### src/rtl/itb_pkg.sv
package itb_pkg;
  typedef enum logic [1:0] {
    RD_NONE = 2'd0,
    RD_CTRL = 2'd1,
    RD_IN   = 2'd2,
    RD_OUT  = 2'd3
  } rdSel_e;

  typedef struct packed {
    logic   wrCtrl;
    logic   wrIn;
    logic   wrOut;
    rdSel_e rdSel;
  } strobe_t;
endpackage

### src/rtl/itb_ctrl.sv
module itb_ctrl
  import itb_pkg::*;
#(
  parameter int ADDR_W = 12,
  parameter logic [ADDR_W-1:0] CTRL_OFS = 12'hF00,
  parameter logic [ADDR_W-1:0] IN_OFS   = 12'hF20,
  parameter logic [ADDR_W-1:0] OUT_OFS  = 12'hF40
) (
  input  logic              clk,
  input  logic              rstN,
  input  logic              busSel,
  input  logic              busWrite,
  input  logic [ADDR_W-1:0] busAddr,
  output logic              busReady,
  output strobe_t           strb
);
  // one wait state: first cycle of access registers the phase, second completes
  logic waitQ;

  always_ff @(posedge clk or negedge rstN) begin
    if (!rstN)      waitQ <= 1'b0;
    else if (waitQ) waitQ <= 1'b0;
    else            waitQ <= busSel;
  end

  assign busReady = waitQ;

  logic live;
  logic hitCtrl, hitIn, hitOut;

  always_comb begin
    live    = waitQ && busSel;
    hitCtrl = (busAddr == CTRL_OFS);
    hitIn   = (busAddr == IN_OFS);
    hitOut  = (busAddr == OUT_OFS);
    strb.wrCtrl = live && busWrite && hitCtrl;
    strb.wrIn   = live && busWrite && hitIn;
    strb.wrOut  = live && busWrite && hitOut;
    strb.rdSel  = RD_NONE;
    if (live && !busWrite) begin
      if (hitCtrl)     strb.rdSel = RD_CTRL;
      else if (hitIn)  strb.rdSel = RD_IN;
      else if (hitOut) strb.rdSel = RD_OUT;
    end
  end

  assert_ready_single_R2: assert property (@(posedge clk) disable iff (!rstN)
    busReady |=> !busReady);
  assert_ready_after_wait_R2: assert property (@(posedge clk) disable iff (!rstN)
    (busSel && !busReady) |=> busReady);
endmodule

### src/rtl/itb_datapath.sv
module itb_datapath
  import itb_pkg::*;
#(
  parameter int DATA_W = 32,
  parameter int IN_W   = 8,
  parameter int OUT_W  = 2
) (
  input  logic              clk,
  input  logic              rstN,
  input  strobe_t           strb,
  input  logic [DATA_W-1:0] wdata,
  input  logic [IN_W-1:0]   padCfgIn,
  input  logic [OUT_W-1:0]  coreSideIn,
  output logic              testMode,
  output logic [IN_W-1:0]   coreCfg,
  output logic [OUT_W-1:0]  padSideOut,
  output logic [DATA_W-1:0] rdata
);
  localparam int IN_PAD  = DATA_W - IN_W;
  localparam int OUT_PAD = DATA_W - OUT_W;

  logic             ctrlQ;
  logic [IN_W-1:0]  inQ;
  logic [OUT_W-1:0] outQ;

  always_ff @(posedge clk or negedge rstN) begin
    if (!rstN) begin
      ctrlQ <= 1'b0;
      inQ   <= '0;
      outQ  <= '0;
    end else begin
      if (strb.wrCtrl)         ctrlQ <= wdata[0];
      if (strb.wrIn  && ctrlQ) inQ   <= wdata[IN_W-1:0];
      if (strb.wrOut && ctrlQ) outQ  <= wdata[OUT_W-1:0];
    end
  end

  assign testMode = ctrlQ;

  // per-bit test multiplexers
  for (genvar i = 0; i < IN_W; i++) begin : g_inMux
    assign coreCfg[i] = ctrlQ ? inQ[i] : padCfgIn[i];
  end
  for (genvar j = 0; j < OUT_W; j++) begin : g_outMux
    assign padSideOut[j] = ctrlQ ? outQ[j] : coreSideIn[j];
  end

  always_comb begin
    unique case (strb.rdSel)
      RD_CTRL: rdata = {{(DATA_W-1){1'b0}}, ctrlQ};
      RD_IN:   rdata = {{IN_PAD{1'b0}}, coreCfg};
      RD_OUT:  rdata = {{OUT_PAD{1'b0}}, padSideOut};
      default: rdata = '0;
    endcase
  end

  assert_in_hold_normal_R6: assert property (@(posedge clk) disable iff (!rstN)
    (strb.wrIn && !ctrlQ) |=> $stable(inQ));
  assert_out_hold_normal_R6: assert property (@(posedge clk) disable iff (!rstN)
    (strb.wrOut && !ctrlQ) |=> $stable(outQ));
  assert_override_steady_R8: assert property (@(posedge clk) disable iff (!rstN)
    (ctrlQ && !strb.wrOut && !strb.wrCtrl) |=> $stable(padSideOut));
endmodule

### src/rtl/integ_test_regs.sv
module integ_test_regs
  import itb_pkg::*;
#(
  parameter int ADDR_W = 12,
  parameter int DATA_W = 32,
  parameter int IN_W   = 8,
  parameter int OUT_W  = 2
) (
  input  logic              clk,
  input  logic              porRstN,
  input  logic              busRstN,
  input  logic              busSel,
  input  logic              busWrite,
  input  logic [ADDR_W-1:0] busAddr,
  input  logic [DATA_W-1:0] busWdata,
  output logic [DATA_W-1:0] busRdata,
  output logic              busReady,
  input  logic [IN_W-1:0]   padCfgIn,
  output logic [IN_W-1:0]   coreCfg,
  input  logic [OUT_W-1:0]  coreSideIn,
  output logic [OUT_W-1:0]  padSideOut
);
  logic    rstN;
  logic    testMode;
  strobe_t strb;

  // either reset source clears the bank
  assign rstN = porRstN & busRstN;

  itb_ctrl #(.ADDR_W(ADDR_W)) u_ctrl (
    .clk      (clk),
    .rstN     (rstN),
    .busSel   (busSel),
    .busWrite (busWrite),
    .busAddr  (busAddr),
    .busReady (busReady),
    .strb     (strb)
  );

  itb_datapath #(.DATA_W(DATA_W), .IN_W(IN_W), .OUT_W(OUT_W)) u_dp (
    .clk        (clk),
    .rstN       (rstN),
    .strb       (strb),
    .wdata      (busWdata),
    .padCfgIn   (padCfgIn),
    .coreSideIn (coreSideIn),
    .testMode   (testMode),
    .coreCfg    (coreCfg),
    .padSideOut (padSideOut),
    .rdata      (busRdata)
  );

  assert_cfg_pass_R7: assert property (@(posedge clk) disable iff (!rstN)
    !testMode |-> (coreCfg == padCfgIn));
  assert_side_pass_R8: assert property (@(posedge clk) disable iff (!rstN)
    !testMode |-> (padSideOut == coreSideIn));
  assert_rdata_quiet_R2: assert property (@(posedge clk) disable iff (!rstN)
    !busReady |-> (busRdata == '0));
endmodule

### config.mk
export PLATFORM = sky130hd
export DESIGN_NAME = integ_test_regs
export DESIGN_NICKNAME = d
export VERILOG_FILES = /design/src/rtl/itb_pkg.sv /design/src/rtl/itb_ctrl.sv /design/src/rtl/itb_datapath.sv /design/src/rtl/integ_test_regs.sv
export SDC_FILE = /design/constraint.sdc
export NUM_CORES = 1
export LEC_CHECK = 0
export BUFFER_PORTS_ARGS = -buffer_cell sky130_fd_sc_hd__buf_4
export CAP_MARGIN = 10
export CORE_MARGIN = 2
export CORE_UTILIZATION = 35
export CTS_CLUSTER_DIAMETER = 150
export DETAILED_ROUTE_END_ITERATION = 8
export PLACE_DENSITY = 0.81
export SETUP_SLACK_MARGIN = 0.2
export SLEW_MARGIN = 30
export SYNTH_ARGS = -nofsm -noshare
export SYNTH_HDL_FRONTEND = slang
export SYNTH_SLANG_ARGS = --single-unit
export TNS_END_PERCENT = 100
### constraint.sdc
create_clock -name clk -period 2.1 [get_ports clk]
set_input_delay 0 -clock clk [delete_from_list [all_inputs] [get_ports clk]]
set_output_delay 0 -clock clk [all_outputs]
set_load 0.005 [all_outputs]
==> summary by stage <==
Clock network
CTS built an H-tree with a depth of 1. The total clock buffers created by CTS is 3. The number of buffers on the longest clock path is 2. The root buffer cell is clkbuf_4. The insertion delay to the later sink of the worst-skew pair is 0.26 ns.

Clock tree synthesis found a total of 12 sinks. The CTS clock-pin slew for the worst setup and hold paths is 0.07 ns. The TritonCTS clock tree is done.

GRT
After global routing the overflow that remains totals 0. The pin count of the biggest net entering global routing is 13. The number of antenna violations at the first check in global routing is 0. The via count of the first global-routing pass was 836. The wire length of the first global-routing pass is 3540 µm. The global-route usage over all layers is 0.143.

Synthesis
The post-synthesis cell area is 961 µm². During synthesis, Yosys emitted a total of 0 warnings. The mean instance size in the synthesized netlist is 10.6 µm². The synthesized netlist cell count is 91. The distinct cell type count after synthesis is 24. The proportion of synthesized chip area in sequential cells is 0.313. The register bit count reported by yosys is 12.

STA
The number of pins exceeding their max-slew limit in the final report is 0. Setup repair after global routing left no endpoint under its margin. Measured against its own limit, the worst slew margin works out to 0.656. The post-layout minimum cycle time is 1.82 ns. The count of final setup violators is 0. In the finished design, the share of the clock period the worst path needs comes to 0.865. The transition time at the pin with the least slew margin is 0.514 ns. After layout, the worst setup slack is 0.284 ns.

The top achievable clock speed is 551 MHz. The final sum of negative setup slack is 0 ns. The number of hold violations in the final report was 0.

The final setup skew is 0.00320 ns.

Cells and area
Relative to the synthesized area, the layout overhead comes to 53.0%. The leading cell type in the layout, fill and taps excluded is buf_4. The summed area of non-filler cells in the final layout is 1470 µm². After filler insertion, the fill cell instance count of the layout stands at 192. In the final layout, the share of cells above drive strength 1 is 0.557. The repair_antennas step left the layout with diodes totalling 0. Once layout is complete, the cells apart from fillers number 188.

In the layout the commonest cells are buf_4 (55), conb_1 (24), mux2_2 (21), dfrtp_1 (12), dlygate4sd3_1 (11). The final layout contains 219 nets.

Placed design
The worst slack at placement is 0.250 ns. The quantity of I/O buffers inserted on ports is 53. In this run the cell area measured after placement is 1310 µm². At the end of routability-driven placement, the weighted congestion stood at 0.824. The estimated wirelength of the detail-placed design is 1830 µm. The number of cells in the design after placement is 173.

Die
The area of the core region is 2540 µm². The initialized floorplan defines 18 standard-cell rows. The y dimension of the die is 56.4 µm. The total I/O pin count is 102. The die is 56.4 µm wide. The effective utilization at floorplan is 0.378. The die footprint is 3180 µm².

Power and ir drop
In this run the power density over the cells is 337 nW/µm². The overall power is 0.496 mW. The internal power of the cells is 0.382 mW. The share of total power dissipated in sequential elements is 0.471. The portion of total power attributed to the clock network is 0.260. Of the total power, the share spent switching nets is 0.229. Summed over all cells, the static leakage comes to 0.750 nW.

The peak supply drop is 296 µV. The share of total power dissipated in combinational logic is 0.269. For this design the total switching power over the nets is 0.114 mW.

Routing
Summed over all layers, the routed wires come to 2160 µm. After detailed routing, the number of remaining DRC violations is 0. Once detail routing completed, the nets flagged for antenna violations numbered 0.

The average via count per standard cell is 4.57. The first TritonRoute pass finished after 2 iterations. The detailed router's first-iteration violation count is 5. The routed layout has 859 vias. Dividing the detail-routed wire length by the instance count gives 11.5 µm.

Flow run
The max-capacitance violation count is 0.

Setup path
The largest fanout on the critical path is 6. At the worst endpoint, the required time is 2.10 ns. The setup check on the worst reg-to-reg path leaves a slack of 0.44 ns. The reg-to-reg critical path endpoint is u_dp.inQ[1].

STA classifies the critical path endpoint as an output pin. The critical register-to-register path startpoint is u_ctrl.busReady. The path depth of the worst reg2reg path is 5. The data arrival time at the worst-slack endpoint is 1.82 ns. The kind of start point of the critical path is a flip-flop. The critical path is of the flip-flop to output pin type.

Worst hold path
The hold path startpoint is busAddr[5]. The capture endpoint of the worst hold path is u_dp.testMode. The min-delay analysis places its worst path in the category input port to flip-flop.

The worst hold path cell count is 3.

Status
The run finished with clean final reports.
-- sequential cells by signal, indices dropped and copies added (netlist names) --
| signal | cells |
|---|---|
| u_ctrl.busReady | 1 |
| u_dp.testMode | 1 |
| u_dp.inQ | 8 |
| u_dp.outQ | 2 |
-- cell families after synthesis --
group                  share of synthesized area
DFF                                        0.313
AOI/OAI and AO/OA                         0.0300
muxes                                      0.246
and+or+nand+nor                            0.211
other                                    0.00390
buffers and inverters                      0.197
-- per-layer routing --
layer  share of wire  track usage  vias to the layer above
li1                -            -                      408
met2            0.58        0.274                       47
met4           0.016       0.0782                        0
met1            0.35        0.148                      400
met5               0            0                        -
met3           0.060       0.0161                        4
-- synth_stat cells --
master     instances  area [µm²]
nand4_1            2        12.5
and3_1             1        6.26
nor2b_1            8        50.1
and2_1             2        12.5
dfrtp_1           12         300
nand3b_1           1        7.51
nand4bb_2          1        16.3
o21ai_0            1        5.00
nor4_4             2        42.5
nor2_1             2        7.51
a22oi_1            1        7.51
nor4b_1            1        8.76
nor3_1             1        5.00
or4_1              1        7.51
nand2_1            3        11.3
buf_2              1        5.00
a21o_1             1        7.51
inv_1              1        3.75
mux2_2            21         236
or2_2              1        6.26
and4_1             1        8.76
conb_1             1        3.75
buf_4             24         180
a2111oi_0          1        8.76
-- power by group through the flow --
stage          sequential (mW)  combinational (mW)  clock, mW
6_report                 0.234               0.133      0.129
5_1_grt                  0.234               0.145      0.148
4_1_cts                  0.234               0.131      0.135
3_5_place_dp             0.238               0.114          0
3_3_place_gp             0.238               0.112          0
2_1_floorplan            0.238              0.0708          0
-- worst max-delay path, cell delays in order (launching register included) --
cell	delay (ns)
dfrtp_1	0.38
and2_4	0.18
nand4bb_4	0.15
or4_4	0.58
nor2b_2	0.15
buf_4	0.12
-- how the worst max path moves through the flow --
stage | startpoint | end | slack (ns) | cells past startpoint
after detailed placement | u_ctrl.busReady | u_dp.inQ[1] | 0.25 | 4
final | u_ctrl.busReady | busRdata[3] | 0.28 | 5
after global routing | u_ctrl.busReady | busRdata[5] | 0.21 | 5
after global placement | u_ctrl.busReady | u_dp.inQ[3] | 0.29 | 4
after CTS | u_ctrl.busReady | busRdata[3] | 0.23 | 5
after floorplan | u_ctrl.busReady | u_dp.inQ[0] | 0.47 | 4
-- cell type report --
class | instances | area, µm² | share of cell area
Clock buffer | 3 | 22.5 | 0.0153
Tap cell | 30 | 37.5 | 0.0255
Sequential cell | 12 | 300 | 0.204
Inverter | 1 | 3.75 | 0.00255
Timing Repair Buffer | 66 | 523 | 0.356
Multi-Input combinational cell | 76 | 583 | 0.397
-- through the flow --
stage                     hold WS, ns   util
after floorplan               -0.0479      -
after global placement         0.0868  0.513
after detailed placement       0.0952  0.513
after CTS                       0.129  0.566
after global routing            0.150  0.578
final                           0.135  0.578
-- what timing repair did --
action,CTS,global route
hold buffers,11,0
endpoints found under the setup margin,6,11
hold endpoints to repair,24,0
pin swaps,0,2
gates resized for setup,1,5
setup buffers,0,1
Power figures use the tool's default switching activity.
